<file path="config.mk">
export PLATFORM = sky130hd
export DESIGN_NAME = periph_access_bridge
export DESIGN_NICKNAME = d
export VERILOG_FILES = /design/src/rtl/pab_pkg.sv /design/src/rtl/pab_ratio_cfg.sv /design/src/rtl/pab_strobe_gen.sv /design/src/rtl/pab_lane.sv /design/src/rtl/pab_seq.sv /design/src/rtl/periph_access_bridge.sv
export SDC_FILE = /design/constraint.sdc
export NUM_CORES = 1
export LEC_CHECK = 0
export BUFFER_PORTS_ARGS = -buffer_cell sky130_fd_sc_hd__buf_2
export CAP_MARGIN = 10
export CORE_MARGIN = 2
export CORE_UTILIZATION = 55
export DETAILED_ROUTE_END_ITERATION = 7
export GPL_TIMING_DRIVEN = 0
export PLACE_DENSITY = 0.81
export SETUP_SLACK_MARGIN = 0.02
export SLEW_MARGIN = 15
export SYNTH_ARGS = -nofsm -noshare
export SYNTH_HDL_FRONTEND = slang
export SYNTH_HIERARCHICAL = 1
export SYNTH_SLANG_ARGS = --single-unit
</file>
<file path="constraint.sdc">
create_clock -name clk -period 3.28 [get_ports clk]
set_input_delay 0.328 -clock clk [delete_from_list [all_inputs] [get_ports clk]]
set_output_delay 0.328 -clock clk [all_outputs]
set_load 0.005 [all_outputs]
</file>
<file path="src/rtl/pab_pkg.sv">
// Shared constants, state type and ratio decoders for the peripheral access bridge.
// Assumes the supported ratio sets are fixed: bus 1,2,3,4,8 and peripheral 1..4.
package pab_pkg;

    localparam int unsigned CODE_W        = 3;
    localparam int unsigned BUS_RATIO_MAX = 8;
    localparam int unsigned PRF_RATIO_MAX = 4;
    localparam int unsigned BR_W          = $clog2(BUS_RATIO_MAX + 1);
    localparam int unsigned PR_W          = $clog2(PRF_RATIO_MAX + 1);
    localparam int unsigned PREP_CYCLES   = 3;
    localparam int unsigned RET_CYCLES    = 2;
    localparam int unsigned PRF_STAGE_LEN = 2;
    localparam int unsigned WAIT_W        = $clog2(PRF_STAGE_LEN * BUS_RATIO_MAX * PRF_RATIO_MAX + 1);

    typedef enum logic [2:0] {
        ST_IDLE,
        ST_PREP,
        ST_BUSW,
        ST_BUSS,
        ST_PRFW,
        ST_PRFS,
        ST_RET
    } seq_state_t;

    // Map a CPU:bus ratio code to the ratio; unsupported codes give 1.
    function automatic logic [BR_W-1:0] decode_bus_ratio(input logic [CODE_W-1:0] code);
        logic [BR_W-1:0] r;
        case (code)
            3'd1:    r = BR_W'(2);
            3'd2:    r = BR_W'(3);
            3'd3:    r = BR_W'(4);
            3'd4:    r = BR_W'(8);
            default: r = BR_W'(1);
        endcase
        return r;
    endfunction

    // Map a bus:peripheral ratio code to the ratio; unsupported codes give 1.
    function automatic logic [PR_W-1:0] decode_prf_ratio(input logic [CODE_W-1:0] code);
        logic [PR_W-1:0] r;
        case (code)
            3'd1:    r = PR_W'(2);
            3'd2:    r = PR_W'(3);
            3'd3:    r = PR_W'(4);
            default: r = PR_W'(1);
        endcase
        return r;
    endfunction

endpackage

</file>
<file path="src/rtl/pab_ratio_cfg.sv">
// Ratio configuration holder. Decodes the ratio codes and applies them only
// while the sequencer is idle. Raises restart in the cycle a differing value
// is applied so the strobe counters realign to phase zero.
module pab_ratio_cfg
    import pab_pkg::*;
(
    input  logic              clk,
    input  logic              rst_n,
    input  logic              idle,
    input  logic [CODE_W-1:0] bus_code,
    input  logic [CODE_W-1:0] prf_code,
    output logic [BR_W-1:0]   bus_ratio,
    output logic [PR_W-1:0]   prf_ratio,
    output logic              restart
);

    logic [BR_W-1:0] bus_next;
    logic [PR_W-1:0] prf_next;

    // Decode the requested ratios.
    always_comb begin
        bus_next = decode_bus_ratio(bus_code);
        prf_next = decode_prf_ratio(prf_code);
    end

    assign restart = idle && ((bus_next != bus_ratio) || (prf_next != prf_ratio));

    // Hold the applied ratios; reload only on an idle edge with a new value.
    always_ff @(posedge clk) begin
        if (!rst_n) begin
            bus_ratio <= BR_W'(1);
            prf_ratio <= PR_W'(1);
        end else if (restart) begin
            bus_ratio <= bus_next;
            prf_ratio <= prf_next;
        end
    end

endmodule

</file>
<file path="src/rtl/pab_strobe_gen.sv">
// Clock-enable strobe generator. Models the internal-bus and peripheral
// clocks as enables on the CPU clock, from free-running counters reloaded
// from the applied ratios. Assumes ratios are at least 1.
module pab_strobe_gen
    import pab_pkg::*;
(
    input  logic            clk,
    input  logic            rst_n,
    input  logic            restart,
    input  logic [BR_W-1:0] bus_ratio,
    input  logic [PR_W-1:0] prf_ratio,
    output logic            bus_ce,
    output logic            prf_ce
);

    logic [BR_W-1:0] bus_cnt;
    logic [PR_W-1:0] prf_cnt;

    assign bus_ce = (bus_cnt == '0);
    assign prf_ce = bus_ce && (prf_cnt == '0);

    // Count CPU cycles within one bus cycle.
    always_ff @(posedge clk) begin
        if (!rst_n || restart) begin
            bus_cnt <= '0;
        end else if (bus_cnt == bus_ratio - 1'b1) begin
            bus_cnt <= '0;
        end else begin
            bus_cnt <= bus_cnt + 1'b1;
        end
    end

    // Count bus cycles within one peripheral cycle.
    always_ff @(posedge clk) begin
        if (!rst_n || restart) begin
            prf_cnt <= '0;
        end else if (bus_ce) begin
            if (prf_cnt == prf_ratio - 1'b1) begin
                prf_cnt <= '0;
            end else begin
                prf_cnt <= prf_cnt + 1'b1;
            end
        end
    end

endmodule

</file>
<file path="src/rtl/pab_lane.sv">
// Byte-lane steering between a full-width request and the peripheral path.
// Full-size accesses pass straight through; byte accesses pick the lane
// from the low address bits and zero-extend read data. Assumes DATA_W is a
// multiple of 8.
module pab_lane #(
    parameter int unsigned DATA_W = 16
) (
    input  logic                             full_size,
    input  logic [$clog2(DATA_W/8)-1:0]      lane_sel,
    input  logic [DATA_W-1:0]                wdata_in,
    input  logic [DATA_W-1:0]                rdata_in,
    output logic [DATA_W/8-1:0]              lane_en,
    output logic [DATA_W-1:0]                wdata_out,
    output logic [DATA_W-1:0]                rdata_out
);

    localparam int unsigned LANES = DATA_W / 8;

    logic [LANES-1:0][7:0] rd_lanes;
    logic [7:0]            rd_pick;

    genvar g;
    generate
        for (g = 0; g < LANES; g++) begin : g_lane
            // Enable and write data for one lane.
            always_comb begin
                lane_en[g]             = full_size || (lane_sel == g);
                wdata_out[g*8 +: 8]    = full_size ? wdata_in[g*8 +: 8] : wdata_in[7:0];
                rd_lanes[g]            = rdata_in[g*8 +: 8];
            end
        end
    endgenerate

    // Select and zero-extend the read lane for byte accesses.
    always_comb begin
        rd_pick   = rd_lanes[lane_sel];
        rdata_out = full_size ? rdata_in : {{(DATA_W-8){1'b0}}, rd_pick};
    end

endmodule

</file>
<file path="src/rtl/pab_seq.sv">
// Access sequencer. Walks one access through preparation, bus-edge wait,
// bus stage, peripheral-edge wait, peripheral stage and read return, and
// pulses done in the first cycle after the last stage. Assumes the ratios
// are stable while not idle.
module pab_seq
    import pab_pkg::*;
(
    input  logic            clk,
    input  logic            rst_n,
    input  logic            accept,
    input  logic            is_write,
    input  logic [BR_W-1:0] bus_ratio,
    input  logic [PR_W-1:0] prf_ratio,
    input  logic            bus_ce,
    input  logic            prf_ce,
    output logic            idle,
    output logic            prf_active,
    output logic            capture_rd,
    output logic            done
);

    seq_state_t        state;
    logic [WAIT_W-1:0] wcnt;
    logic [WAIT_W-1:0] stage_len;
    logic              last_wait;

    assign stage_len  = WAIT_W'(PRF_STAGE_LEN) * WAIT_W'(bus_ratio) * WAIT_W'(prf_ratio);
    assign last_wait  = (wcnt == '0);
    assign idle       = (state == ST_IDLE);
    assign prf_active = (state == ST_PRFS) || ((state == ST_PRFW) && prf_ce);
    assign capture_rd = (state == ST_PRFS) && last_wait && !is_write;

    // Advance the access through its stages and emit the completion pulse.
    always_ff @(posedge clk) begin
        if (!rst_n) begin
            state <= ST_IDLE;
            wcnt  <= '0;
            done  <= 1'b0;
        end else begin
            done <= 1'b0;
            case (state)
                ST_IDLE: begin
                    if (accept) begin
                        state <= ST_PREP;
                        wcnt  <= WAIT_W'(PREP_CYCLES - 1);
                    end
                end
                ST_PREP: begin
                    if (last_wait) state <= ST_BUSW;
                    else           wcnt  <= wcnt - 1'b1;
                end
                ST_BUSW: begin
                    if (bus_ce) begin
                        if (bus_ratio == BR_W'(1)) begin
                            state <= ST_PRFW;
                        end else begin
                            state <= ST_BUSS;
                            wcnt  <= WAIT_W'(bus_ratio) - WAIT_W'(2);
                        end
                    end
                end
                ST_BUSS: begin
                    if (last_wait) state <= ST_PRFW;
                    else           wcnt  <= wcnt - 1'b1;
                end
                ST_PRFW: begin
                    if (prf_ce) begin
                        state <= ST_PRFS;
                        wcnt  <= stage_len - WAIT_W'(2);
                    end
                end
                ST_PRFS: begin
                    if (last_wait) begin
                        if (is_write) begin
                            state <= ST_IDLE;
                            done  <= 1'b1;
                        end else begin
                            state <= ST_RET;
                            wcnt  <= WAIT_W'(RET_CYCLES - 1);
                        end
                    end else begin
                        wcnt <= wcnt - 1'b1;
                    end
                end
                ST_RET: begin
                    if (last_wait) begin
                        state <= ST_IDLE;
                        done  <= 1'b1;
                    end else begin
                        wcnt <= wcnt - 1'b1;
                    end
                end
                default: state <= ST_IDLE;
            endcase
        end
    end

endmodule

</file>
<file path="src/rtl/periph_access_bridge.sv">
// Peripheral register access bridge with ratio-related clock timing.
// Captures one request at a time, drives the peripheral port during the
// peripheral stage and returns read data with a done pulse. Assumes a
// 16-bit-class peripheral path addressed in DATA_W/8-byte words.
module periph_access_bridge
    import pab_pkg::*;
#(
    parameter int unsigned ADDR_W = 12,
    parameter int unsigned DATA_W = 16
) (
    input  logic                          clk,
    input  logic                          rst_n,
    input  logic [CODE_W-1:0]             cfg_bus_ratio,
    input  logic [CODE_W-1:0]             cfg_prf_ratio,
    input  logic                          req_valid,
    input  logic                          req_write,
    input  logic                          req_size,
    input  logic [ADDR_W-1:0]             req_addr,
    input  logic [DATA_W-1:0]             req_wdata,
    output logic                          busy,
    output logic                          done,
    output logic [DATA_W-1:0]             rd_data,
    output logic                          bus_ce,
    output logic                          prf_ce,
    output logic                          prf_sel,
    output logic                          prf_write,
    output logic [ADDR_W-$clog2(DATA_W/8)-1:0] prf_addr,
    output logic [DATA_W-1:0]             prf_wdata,
    output logic [DATA_W/8-1:0]           prf_lane_en,
    input  logic [DATA_W-1:0]             prf_rdata
);

    localparam int unsigned LANES = DATA_W / 8;
    localparam int unsigned LSB_W = $clog2(LANES);

    logic              idle;
    logic              accept;
    logic              restart;
    logic              capture_rd;
    logic [BR_W-1:0]   bus_ratio_q;
    logic [PR_W-1:0]   prf_ratio_q;
    logic              wr_q;
    logic              size_q;
    logic [ADDR_W-1:0] addr_q;
    logic [DATA_W-1:0] wdata_q;
    logic [DATA_W-1:0] rd_steered;

    assign accept = idle && req_valid;
    assign busy   = !idle;

    pab_ratio_cfg u_cfg (
        .clk       (clk),
        .rst_n     (rst_n),
        .idle      (idle),
        .bus_code  (cfg_bus_ratio),
        .prf_code  (cfg_prf_ratio),
        .bus_ratio (bus_ratio_q),
        .prf_ratio (prf_ratio_q),
        .restart   (restart)
    );

    pab_strobe_gen u_strobe (
        .clk       (clk),
        .rst_n     (rst_n),
        .restart   (restart),
        .bus_ratio (bus_ratio_q),
        .prf_ratio (prf_ratio_q),
        .bus_ce    (bus_ce),
        .prf_ce    (prf_ce)
    );

    pab_seq u_seq (
        .clk        (clk),
        .rst_n      (rst_n),
        .accept     (accept),
        .is_write   (wr_q),
        .bus_ratio  (bus_ratio_q),
        .prf_ratio  (prf_ratio_q),
        .bus_ce     (bus_ce),
        .prf_ce     (prf_ce),
        .idle       (idle),
        .prf_active (prf_sel),
        .capture_rd (capture_rd),
        .done       (done)
    );

    pab_lane #(.DATA_W(DATA_W)) u_lane (
        .full_size (size_q),
        .lane_sel  (addr_q[LSB_W-1:0]),
        .wdata_in  (wdata_q),
        .rdata_in  (prf_rdata),
        .lane_en   (prf_lane_en),
        .wdata_out (prf_wdata),
        .rdata_out (rd_steered)
    );

    // Capture the request fields when an access is accepted.
    always_ff @(posedge clk) begin
        if (!rst_n) begin
            wr_q    <= 1'b0;
            size_q  <= 1'b0;
            addr_q  <= '0;
            wdata_q <= '0;
        end else if (accept) begin
            wr_q    <= req_write;
            size_q  <= req_size;
            addr_q  <= req_addr;
            wdata_q <= req_wdata;
        end
    end

    // Latch steered read data in the last peripheral-stage cycle.
    always_ff @(posedge clk) begin
        if (!rst_n) begin
            rd_data <= '0;
        end else if (capture_rd) begin
            rd_data <= rd_steered;
        end
    end

    assign prf_write = wr_q;
    assign prf_addr  = addr_q[ADDR_W-1:LSB_W];

endmodule

</file>
==> results.md, run 1 <==
* Status: complete, no violations
* Die height at 94.55 µm
* Rows at 33
* Die width at 94.55 µm
* Fmax at 329.9 MHz
* Place WS at -0.07778 ns
* Hold Path End: wdata_q[0]$_SDFFE_PN0P_
* Fin. max-slew vios at 0
* Core area at 0.008093 mm²
* Initial Util at 55.72%
* CP arrival at 3.28 ns
* Final setup viols at 0
* Power Density at 730.2 mW/mm²
* Area share of the largest cell type after synthesis at 31.52%
* CTS Buffer Depth at 2
* Setup ws final at 0.2486 ns
* First-pass DRT Iterations at 5
* Port buffer count at 105
* Worst relative slew slack at 48.97%
* Worst-margin pin slew at 0.7585 ns
* Clk pwr share at 22.0%
* Vias in the first global route at 3730
* Gr usage total at 23.74%
* Syn avg cell area at 8.965 µm²
* Final Core Density at 66.93%
* Crit-path slowest cell: nor3_2
* Buf/Inv on CP at 3
* Hold path cells at 3
* Worst reg2reg endpoint: u_seq/wcnt[6]$_SDFFE_PN0P_
* Nets at 691
* Max Clock Skew at 0.01140 ns
* Maximum vdd drop at 0.3747 mV
* Setup TNS at 0 ns
* Cell Count Post-Placement at 713
* Number of remaining DRC errors at 0
* Peak fanout along the critical path at 10
* Die area at 0.008939 mm²
* Synth-to-Final Area Change at 20.12%
* Tcrit/Tclk final at 92.42%
* Initial DRC count at 267
* Final GP Congestion at 0.8765
* Asr flop ratio synth at 0%
* Comb power frac at 48.9%
* Synthesis warning total at 6
* R2r worst-path depth at 10
* Initial antenna violation count at 0
* Worst Setup End Kind: flip-flop
* Drt total wl at 10730 µm
* H-tree levels at 3
* Top Family by Delay on Critical Path: compound AO/OA/AOI/OAI gates
* Synth Cell Area at 0.004509 mm²
* P_leak at 2.390 nW
* CTS tree: built
* Sw frac at 39.66%
* First-pass GRT wire length at 17160 µm
* Post-synth cell types at 73
* Non-Filler Instances at 729
* Largest net degree at the start of global routing at 14
* Clk pin slew, worst setup/hold paths at 0.09 ns
* WL per Instance at 14.72 µm
* Synth top area cells: dfxtp_1, mux2i_1, nand2_1, nand4_1, ha_1
* ANT nets after route at 0
* Vias per cell at 5.539
* Maxcap violations at 0
* Internal power at 2.386 mW
* Dominant synthesized flop cell: dfxtp_1
* Syn Inst Count at 503
* Worst min path class: input pin to flip-flop
* # diodes at 0
* Grt total ovfl at 0
* Sink Count at 71
* Post-synthesis register bit count at 71
* Critical path class: flip-flop to flip-flop
* Worst hold start: req_wdata[0]
* Final hold violation count at 0
* Synth area leader: dfxtp_1
* Worst-Skew Late Latency at 0.34 ns
* Mapped Nets at 575
* RSZ-0062 raised after global routing: false
* Vias at 4038
* Reg-to-Reg Start: u_seq/state[2]$_SDFFE_PN0P_
* Register area share after synthesis at 31.52%
* TritonCTS Buffers at 9
* Root Buffer: clkbuf_8
* CP startpoint kind: flip-flop
* Tmin final at 3.031 ns
* Share of layout cells above drive strength 1 at 32.21%
* CP max stage delay at 0.62 ns
* WP data required at 3.53 ns
* Crit path cell chain: clkbuf_8, clkbuf_1, nor3_2, and2_4, buf_4, mux2i_1, a2bb2oi_1, o221a_2, nand3_1, a221oi_2
* EDFF count, synth at 0
* Ports at 106
* Post-CTS setup buffers at 0
* Sequential power share at 29.1%
* Worst R2R Setup Slack at 0.25 ns
* Hpwl dp at 7824 µm
* Net Sw Power at 1.569 mW
[tightest hold or removal path, cell delays in order]
cell	delay, ns
buf_2	0.07
nand4_1	0.06
o21ai_1	0.07
[repair_timing]
| item | in CTS | in global routing |
|---|---|---|
| endpoints found under the setup margin | 7 | 0 |
| resized for setup | 1 | 0 |
| hold buffers | 0 | 0 |
[per-layer routing]
metal | track usage (%) | share of wire, %
met5 | 0 | 0
met4 | 7.850 | 1.3
met3 | 4.150 | 5.1
met2 | 39.76 | 49
met1 | 31.07 | 44
[cells by family after synthesis]
family	synth area share [%]
DFF	31.52
xor gates and xnor gates	6.077
and+or+nand+nor	22.67
buffers and inverters	10.77
AOI/OAI and AO/OA	13.98
adders and majority gates	5.217
muxes	9.767
[flip-flops by register name (all words and copies together), names as in the netlist]
register / flops
rd_data: 16
wdata_q: 16
addr_q: 12
u_seq/wcnt: 7
u_cfg/bus_ratio: 4
u_strobe/bus_cnt: 4
u_cfg/prf_ratio: 3
u_seq/state: 3
u_strobe/prf_cnt: 3
prf_write: 1
size_q: 1
u_seq/done: 1
[worst max path at each step]
stage / startpoint / to / slack [ns] / cells after the start
floorplan: u_seq/state[2]$_SDFFE_PN0P_ / u_seq/wcnt[6]$_SDFFE_PN0P_ / 0.64 / 10
global placement: u_seq/state[2]$_SDFFE_PN0P_ / u_seq/wcnt[6]$_SDFFE_PN0P_ / -0.0007 / 10
detailed placement: u_seq/state[2]$_SDFFE_PN0P_ / u_seq/wcnt[6]$_SDFFE_PN0P_ / -0.08 / 10
CTS: u_seq/state[2]$_SDFFE_PN0P_ / u_seq/wcnt[6]$_SDFFE_PN0P_ / 0.30 / 10
global route: u_seq/state[2]$_SDFFE_PN0P_ / u_seq/wcnt[4]$_SDFFE_PN0P_ / 0.04 / 10
finish: u_seq/state[2]$_SDFFE_PN0P_ / u_seq/wcnt[6]$_SDFFE_PN0P_ / 0.25 / 10
[Yosys cell counts (all sizes together) (2+ instances only)]
master	n
ha	14
nor4	3
a311oi	5
dfxtp	71
a211oi	4
nand2	58
o211a	2
buf	40
nor3b	4
mux2	16
inv	25
xor2	9
mux2i	23
nor3	10
nor2b	21
or3	3
nor2	15
a21oi	13
o22ai	5
a31oi	2
clkinv	2
xnor2	17
nand2b	6
clkbuf	6
and2	16
fa	3
or3b	2
o311ai	2
o21ai	38
or2	2
nand3	6
nand4	32
nand3b	2
a221oi	4
[power groups by stage]
| stage | clock (mW) | combinational [mW] | sequential (mW) |
|---|---|---|---|
| after detailed placement | 0 | 1.89 | 1.17 |
| after CTS | 0.880 | 1.91 | 1.15 |
| after global placement | 0 | 1.86 | 1.16 |
| after global routing | 0.924 | 2.12 | 1.17 |
| after floorplan | 0 | 1.46 | 1.13 |
| final | 0.869 | 1.94 | 1.15 |
[per-stage QoR]
stage          power [mW]  instance area [µm²]  hold slack (ns)
4_1_cts             3.943                 5416           0.2139
2_1_floorplan       2.587                 4509           0.4249
3_5_place_dp        3.060                 5166           0.4384
5_1_grt             4.216                 5416           0.2188
3_3_place_gp        3.019                 5166           0.4341
6_report            3.955                 5416           0.2207
[layout by cell type (no fill, tap or decap), types with 3 or more instances in the layout]
master	Yosys	layout
clkbuf_1	4	5
mux2i_1	23	23
nand2b_1	5	5
a221oi_1	3	3
and2_1	15	15
nor2_1	15	15
a21oi_1	13	13
buf_2	8	113
a311oi_1	5	5
nand3_1	6	6
nand2_1	58	58
clkbuf_8	2	11
mux2_4	8	8
mux2_2	8	8
xnor2_1	17	17
o21ai_1	30	30
a211oi_1	4	4
bufinv_16	0	3
dfxtp_1	71	71
xor2_1	9	9
buf_6	9	9
o22ai_1	5	5
o21ai_0	8	8
nor2b_1	21	21
ha_1	14	14
nand4_1	32	32
buf_4	22	22
fa_1	3	3
nor4_1	3	3
nor3_1	9	8
inv_1	25	25
[final cells by class]
cell class,count,area (µm²)
Multi-Input combinational cell,358,2608
Tap cell,105,131.4
Clock buffer,10,127.6
Clock inverter,6,117.6
Buffer,47,379.1
Inverter,27,106.4
Fill cell,674,2676
Sequential cell,71,1421
Timing Repair Buffer,105,525.5
(Power assumes the default switching activity.)
==> run 2, diff against run 1 <==
- CORE_MARGIN: 2 -> 5
==> run 2 against run 1 <==
Compared with the run above:
- worst hold slack worse by 0.0049 ns
- cell count unchanged
- clock skew about the same
- routed wire length up 4.7%
- largest power group unchanged
- setup slack worse by 0.056 ns
- global-route usage down 1.7 points
- final area down 0.92%
- via count up 1.4%
- flip-flop and latch count unchanged
- register-to-register slack worse by 0.06 ns
==> results.md, run 2 (synthesized netlist as in run 1, its figures left out) <==
* Status: complete, no violations
* Fmax at 323.9 MHz (-1.8%)
* Initial antenna violation count at 0 (unchanged)
* First-pass GRT wire length at 18230 µm (+6.2%)
* Fill cells at 678 (+0.59%)
* CTS Buffer Depth at 2 (unchanged)
* Final GP Congestion at 0.9003 (+2.7%)
* CP startpoint kind: flip-flop
* Buf/Inv on CP at 3 (unchanged)
* Root Buffer: clkbuf_8
* Tmin final at 3.088 ns (+0.05608 ns)
* CTS Hold Buffers Added at 0 (unchanged)
* Critical path class: flip-flop to flip-flop
* Share of layout cells above drive strength 1 at 32.21% (unchanged)
* Top Usage Layer GRT: met2
* Most frequent cells in the layout: buf_2, dfxtp_1, nand2_1
* First-pass DRT Iterations at 6 (+1)
* Crit path cell chain: clkbuf_8, clkbuf_1, nor3_2, and2_4, buf_4, mux2i_1, a2bb2oi_1, o221a_2, nand4_1, o22ai_1
* TritonCTS Buffers at 9 (unchanged)
* Largest net degree at the start of global routing at 14 (unchanged)
* Top Family by Delay on Critical Path: simple AND/OR/NAND/NOR gates
* H-tree levels at 3 (unchanged)
* Die area at 0.01011 mm² (+13%)
* WL per Instance at 15.41 µm (+4.7%)
* Maximum vdd drop at 0.3583 mV (-4.4%)
* Peak fanout along the critical path at 10 (unchanged)
* Vias at 4094 (+1.4%)
* Worst relative slew slack at 50.81% (+1.8 points)
* Die width at 100.5 µm (+6.3%)
* Worst-margin pin slew at 0.7338 ns (-0.02469 ns)
* Worst Setup End Kind: flip-flop
* Grt total ovfl at 0 (unchanged)
* Final hold violation count at 0 (unchanged)
* Most common cell after layout, fill and taps aside: buf_2
* Biggest regs: rd_data x16, wdata_q x16, addr_q x12
* Initial Util at 55.72% (unchanged)
* Met1 usage at 27.16% (-3.9 points)
* Crit-path slowest cell: nor3_2
* Max Clock Skew at 0.01093 ns (-0.0004643 ns)
* CP max stage delay at 0.62 ns (about the same)
* Hpwl dp at 8365 µm (+6.9%)
* CTS tree: built
* Power Density at 709.5 mW/mm² (-2.8%)
* Rows at 33 (unchanged)
* RSZ-0062 raised after global routing: false
* # diodes at 0 (unchanged)
* Fin. max-slew vios at 0 (unchanged)
* WP data required at 3.54 ns (about the same)
* Vias in the first global route at 3867 (+3.7%)
* Grt met3 use at 4.360% (+0.21 points)
* Tcrit/Tclk final at 94.13% (+1.7 points)
* Design Power at 3.808 mW (-3.7%)
* CP arrival at 3.35 ns (+0.07 ns)
* Setup TNS at 0 ns (unchanged)
* Worst R2R Setup Slack at 0.19 ns (-0.06 ns)
* Ports at 106 (unchanged)
* Final Core Density at 66.31% (-0.62 points)
* Worst min path class: input pin to flip-flop
* Number of remaining DRC errors at 0 (unchanged)
* Final Cell Area at 0.005366 mm² (-0.92%)
* Port buffer count at 105 (unchanged)
* Final setup viols at 0 (unchanged)
* Placed cell area at 0.005166 mm² (unchanged)
* Synth-to-Final Area Change at 19.01%
* Worst-Skew Late Latency at 0.35 ns (about the same)
* Drt total wl at 11230 µm (+4.7%)
* ANT nets after route at 0 (unchanged)
* Initial DRC count at 233 (-13%)
* Routing usage on met2 at 38.07% (-1.7 points)
* Die height at 100.5 µm (+6.3%)
* Sink Count at 71 (unchanged)
* Nets at 691 (unchanged)
* Maxcap violations at 0 (unchanged)
* Vias per cell at 5.616 (+1.4%)
* Core area at 0.008093 mm² (unchanged)
* P_leak at 2.364 nW (-1.1%)
* Clk pin slew, worst setup/hold paths at 0.09 ns (about the same)
* Gr usage total at 22.05% (-1.7 points)
==> run 2: cell count changes in the layout (fill, tap and decap cells not counted), sizes merged <==
cell,before,now
bufinv,3,1
clkinvlp,1,2
inv,26,27
==> run 2: timing repair <==
action / CTS / global route
endpoints found under the setup margin: 7 / 0
buffers inserted: 0 / 0
gates resized for setup: 1 / 0
==> run 2: final timing paths <==
| path | from | to | depth (start not counted) |
|---|---|---|---|
| max | u_seq/state[2]$_SDFFE_PN0P_ | u_seq/wcnt[3]$_SDFFE_PN0P_ | 10 |
| min reg2reg | addr_q[8]$_SDFFE_PN0P_ | addr_q[8]$_SDFFE_PN0P_ | 2 |
| min | req_wdata[3] | wdata_q[3]$_SDFFE_PN0P_ | 3 |
| max reg2reg | u_seq/state[2]$_SDFFE_PN0P_ | u_seq/wcnt[3]$_SDFFE_PN0P_ | 10 |
==> run 2: metrics by stage <==
step           std cells  hold slack, ns  setup slack [ns]
2_1_floorplan        503          0.4249            0.6437
3_3_place_gp         713          0.4349           0.01163
3_5_place_dp         713          0.4442          -0.09913
4_1_cts              729          0.2065            0.2838
5_1_grt              729          0.2133           0.02292
6_report             729          0.2158            0.1925
==> run 2: final cells by class <==
cell class                 count  area (µm²)  share of cell area, %
timing repair buffer         105       525.5                  9.792
buffer                        47       379.1                  7.065
clock inverter                 6       67.56                  1.259
inverter                      27       106.4                  1.982
tap                          105       131.4                  2.448
clock buffer                  10       127.6                  2.378
sequential                    71        1421                  26.49
multi-input combinational    358        2608                  48.59
==> run 2: where the power goes <==
part           internal [mW]  switching, mW  total (mW)
clock                  0.356          0.350       0.705
combinational          0.870           1.08        1.95
sequential              1.01          0.148        1.15
==> run 2: per-layer routing <==
layer  part of all wire (%)  wire, µm
met1                     41      4622
met2                     51      5673
met3                    6.2       696
met4                    2.1       240
met5                      0         0
==> run 2: tightest hold or removal path, delay by kind of cell <==
family	cells	cell delay, ns
compound gates	1	0.07
buf+inv	1	0.08
simple gates	1	0.06
==> run 3, diff against run 2 <==
- PLACE_DENSITY: 0.81 -> 0.86
==> run 3 against run 2 <==
Compared with the run above:
- critical path depth did not move
- core utilization fell by 0.46 points
- via count is 1.5% higher
- final area down 0.70%
- flip-flop and latch count stayed put
- largest cell class unchanged
- non-clock buffer count unchanged
- cell count unchanged
- setup slack better by 0.13 ns
- sequential share of layout area grew 0.19 points
- die area did not move
- highest routed layer unchanged
- sequential power hardly changed
==> results.md, run 3 (synthesized netlist as in run 1, its figures left out) <==
* Status: complete, no violations
* Vias at 4154 (+1.5%)
* Gr usage total at 21.73% (-0.32 points)
* Hold slack final at 0.2248 ns (+0.008993 ns)
* Fmax at 338.5 MHz (+4.5%)
* Nets at 691 (unchanged)
* Initial antenna violation count at 0 (unchanged)
* Final GP Congestion at 0.9191 (+2.1%)
* Fill cells at 691 (+1.9%)
* Non-Filler Instances at 729 (unchanged)
* Fin. max-slew vios at 0 (unchanged)
* Tcrit/Tclk final at 90.08% (-4.1 points)
* Net Sw Power at 1.540 mW (-2.3%)
* Drt total wl at 11320 µm (+0.79%)
* Worst relative slew slack at 51.19% (+0.37 points)
* Initial Util at 55.72% (unchanged)
* Sequential power share at 31.4% (+1.1 points)
* TritonCTS Buffers at 9 (unchanged)
* Worst min path class: input pin to flip-flop
* Die height at 100.5 µm (unchanged)
* First-pass DRT Iterations at 5 (-1)
* Synth-to-Final Area Change at 18.17%
* Internal power at 2.147 mW (-3.8%)
* Rows at 33 (unchanged)
* Worst hold start: req_wdata[2]
* CP startpoint kind: flip-flop
* Most frequent cells in the layout: buf_2, dfxtp_1, nand2_1
* Biggest regs: rd_data x16, wdata_q x16, addr_q x12
* Initial DRC count at 291 (+25%)
* Power Density at 691.9 mW/mm² (-2.5%)
* CTS Buffer Depth at 2 (unchanged)
* Sw frac at 41.77% (+0.37 points)
* RSZ-0062 raised after global routing: false
* H-tree levels at 3 (unchanged)
* Clk pwr share at 15.9% (-2.6 points)
* Share of layout cells above drive strength 1 at 31.89% (-0.32 points)
* Critical Path Start: u_seq/state[2]$_SDFFE_PN0P_
* Comb power frac at 52.7% (+1.5 points)
* First-pass GRT wire length at 18000 µm (-1.2%)
* Sink Count at 71 (unchanged)
* Grt total ovfl at 0 (unchanged)
* ANT nets after route at 0 (unchanged)
* Critical path class: flip-flop to flip-flop
* Worst Setup End Kind: flip-flop
* Place WS at -0.04225 ns (+0.05687 ns)
* Final hold violation count at 0 (unchanged)
* Root Buffer: clkbuf_8
* Tmin final at 2.955 ns (-0.1329 ns)
* Vias in the first global route at 3964 (+2.5%)
* Worst-margin pin slew at 0.7282 ns (-0.005546 ns)
* CP arrival at 3.22 ns (-0.13 ns)
* Final Core Density at 65.85% (-0.46 points)
* Max Clock Skew at 0.008156 ns (-0.002777 ns)
* Die area at 0.01011 mm² (unchanged)
* CTS tree: built
* Ports at 106 (unchanged)
* # diodes at 0 (unchanged)
* Worst-Skew Late Latency at 0.34 ns (about the same)
* WP data required at 3.55 ns (about the same)
* Final setup viols at 0 (unchanged)
* Setup ws final at 0.3254 ns (+0.1329 ns)
* Maximum vdd drop at 0.3141 mV (-12%)
* Number of remaining DRC errors at 0 (unchanged)
* Port buffer count at 105 (unchanged)
* Reg-to-Reg Start: u_seq/state[2]$_SDFFE_PN0P_
* Hpwl dp at 8553 µm (+2.2%)
* Vias per cell at 5.698 (+1.5%)
* Peak fanout along the critical path at 10 (unchanged)
* CTS Hold Buffers Added at 0 (unchanged)
* Die width at 100.5 µm (unchanged)
* Core area at 0.008093 mm² (unchanged)
* WL per Instance at 15.53 µm (+0.79%)
* Most common cell after layout, fill and taps aside: buf_2
* Setup TNS at 0 ns (unchanged)
* Cell Count Post-Placement at 713 (unchanged)
* P_leak at 2.351 nW (-0.56%)
* Maxcap violations at 0 (unchanged)
* Largest net degree at the start of global routing at 14 (unchanged)
* Clk pin slew, worst setup/hold paths at 0.07 ns (-0.02 ns)
-- run 3: cell count changes in the layout (fill, tap and decap cells not counted), sizes merged --
cell and delta:
inv -2, clkinv +2, bufinv -1, clkinvlp -1, clkbuf +2
-- run 3: worst max-delay path, cell delays in order (launching register included) --
cell and delay, ns:
dfxtp_1 0.31, clkbuf_8 0.15, clkbuf_1 0.22, nor3_2 0.61
and2_4 0.28, buf_4 0.17, mux2i_1 0.08, a2bb2oi_1 0.36
o221a_2 0.32, nand4_1 0.16, o22ai_1 0.22
-- run 3: per-layer routing --
layer / up-vias / wire (µm) / global-route usage (%)
met1: 1946 / 4446 / 26.03
met5: - / 0 / 0
met2: 178 / 5758 / 38.07
met4: 0 / 299 / 8.497
met3: 34 / 817 / 4.360
li1: 1996 / - / -
-- run 3: power groups by stage --
stage                     sequential [mW]  clock, mW  combinational [mW]
after floorplan                      1.13          0                1.46
after global placement               1.17          0                1.85
after detailed placement             1.17          0                1.90
after CTS                            1.15      0.598                1.92
after global routing                 1.18      0.639                2.11
final                                1.16      0.586                1.94
-- run 3: path summary, 6_finish.rpt --
kind / slack, ns / cells past startpoint / end
max: 0.33 / 10 / u_seq/wcnt[3]$_SDFFE_PN0P_
min: 0.22 / 3 / wdata_q[2]$_SDFFE_PN0P_
max reg2reg: 0.33 / 10 / u_seq/wcnt[3]$_SDFFE_PN0P_
min reg2reg: 0.45 / 2 / wdata_q[15]$_SDFFE_PN0P_
-- run 3: repair_timing --
action / 4_1_cts / 5_1_grt
setup endpoints to repair: 7 / 0
gates resized for setup: 1 / 0
buffers inserted: 0 / 0
-- run 3: metrics by stage --
stage                     area, µm²  power, mW
final                          5329      3.687
after global routing           5329      3.931
after CTS                      5329      3.671
after detailed placement       5166      3.079
after global placement         5166      3.012
after floorplan                4509      2.587
-- run 3: final cells by class --
cell class                 instances  area (µm²)  share of cell area [%]
multi-input combinational        358        2608                   48.93
clock buffer                      12       135.1                   2.536
inverter                          27       106.4                   1.996
clock inverter                     4       22.52                  0.4226
timing repair buffer             105       525.5                   9.861
buffer                            47       379.1                   7.114
sequential                        71        1421                   26.67
tap                              105       131.4                   2.465
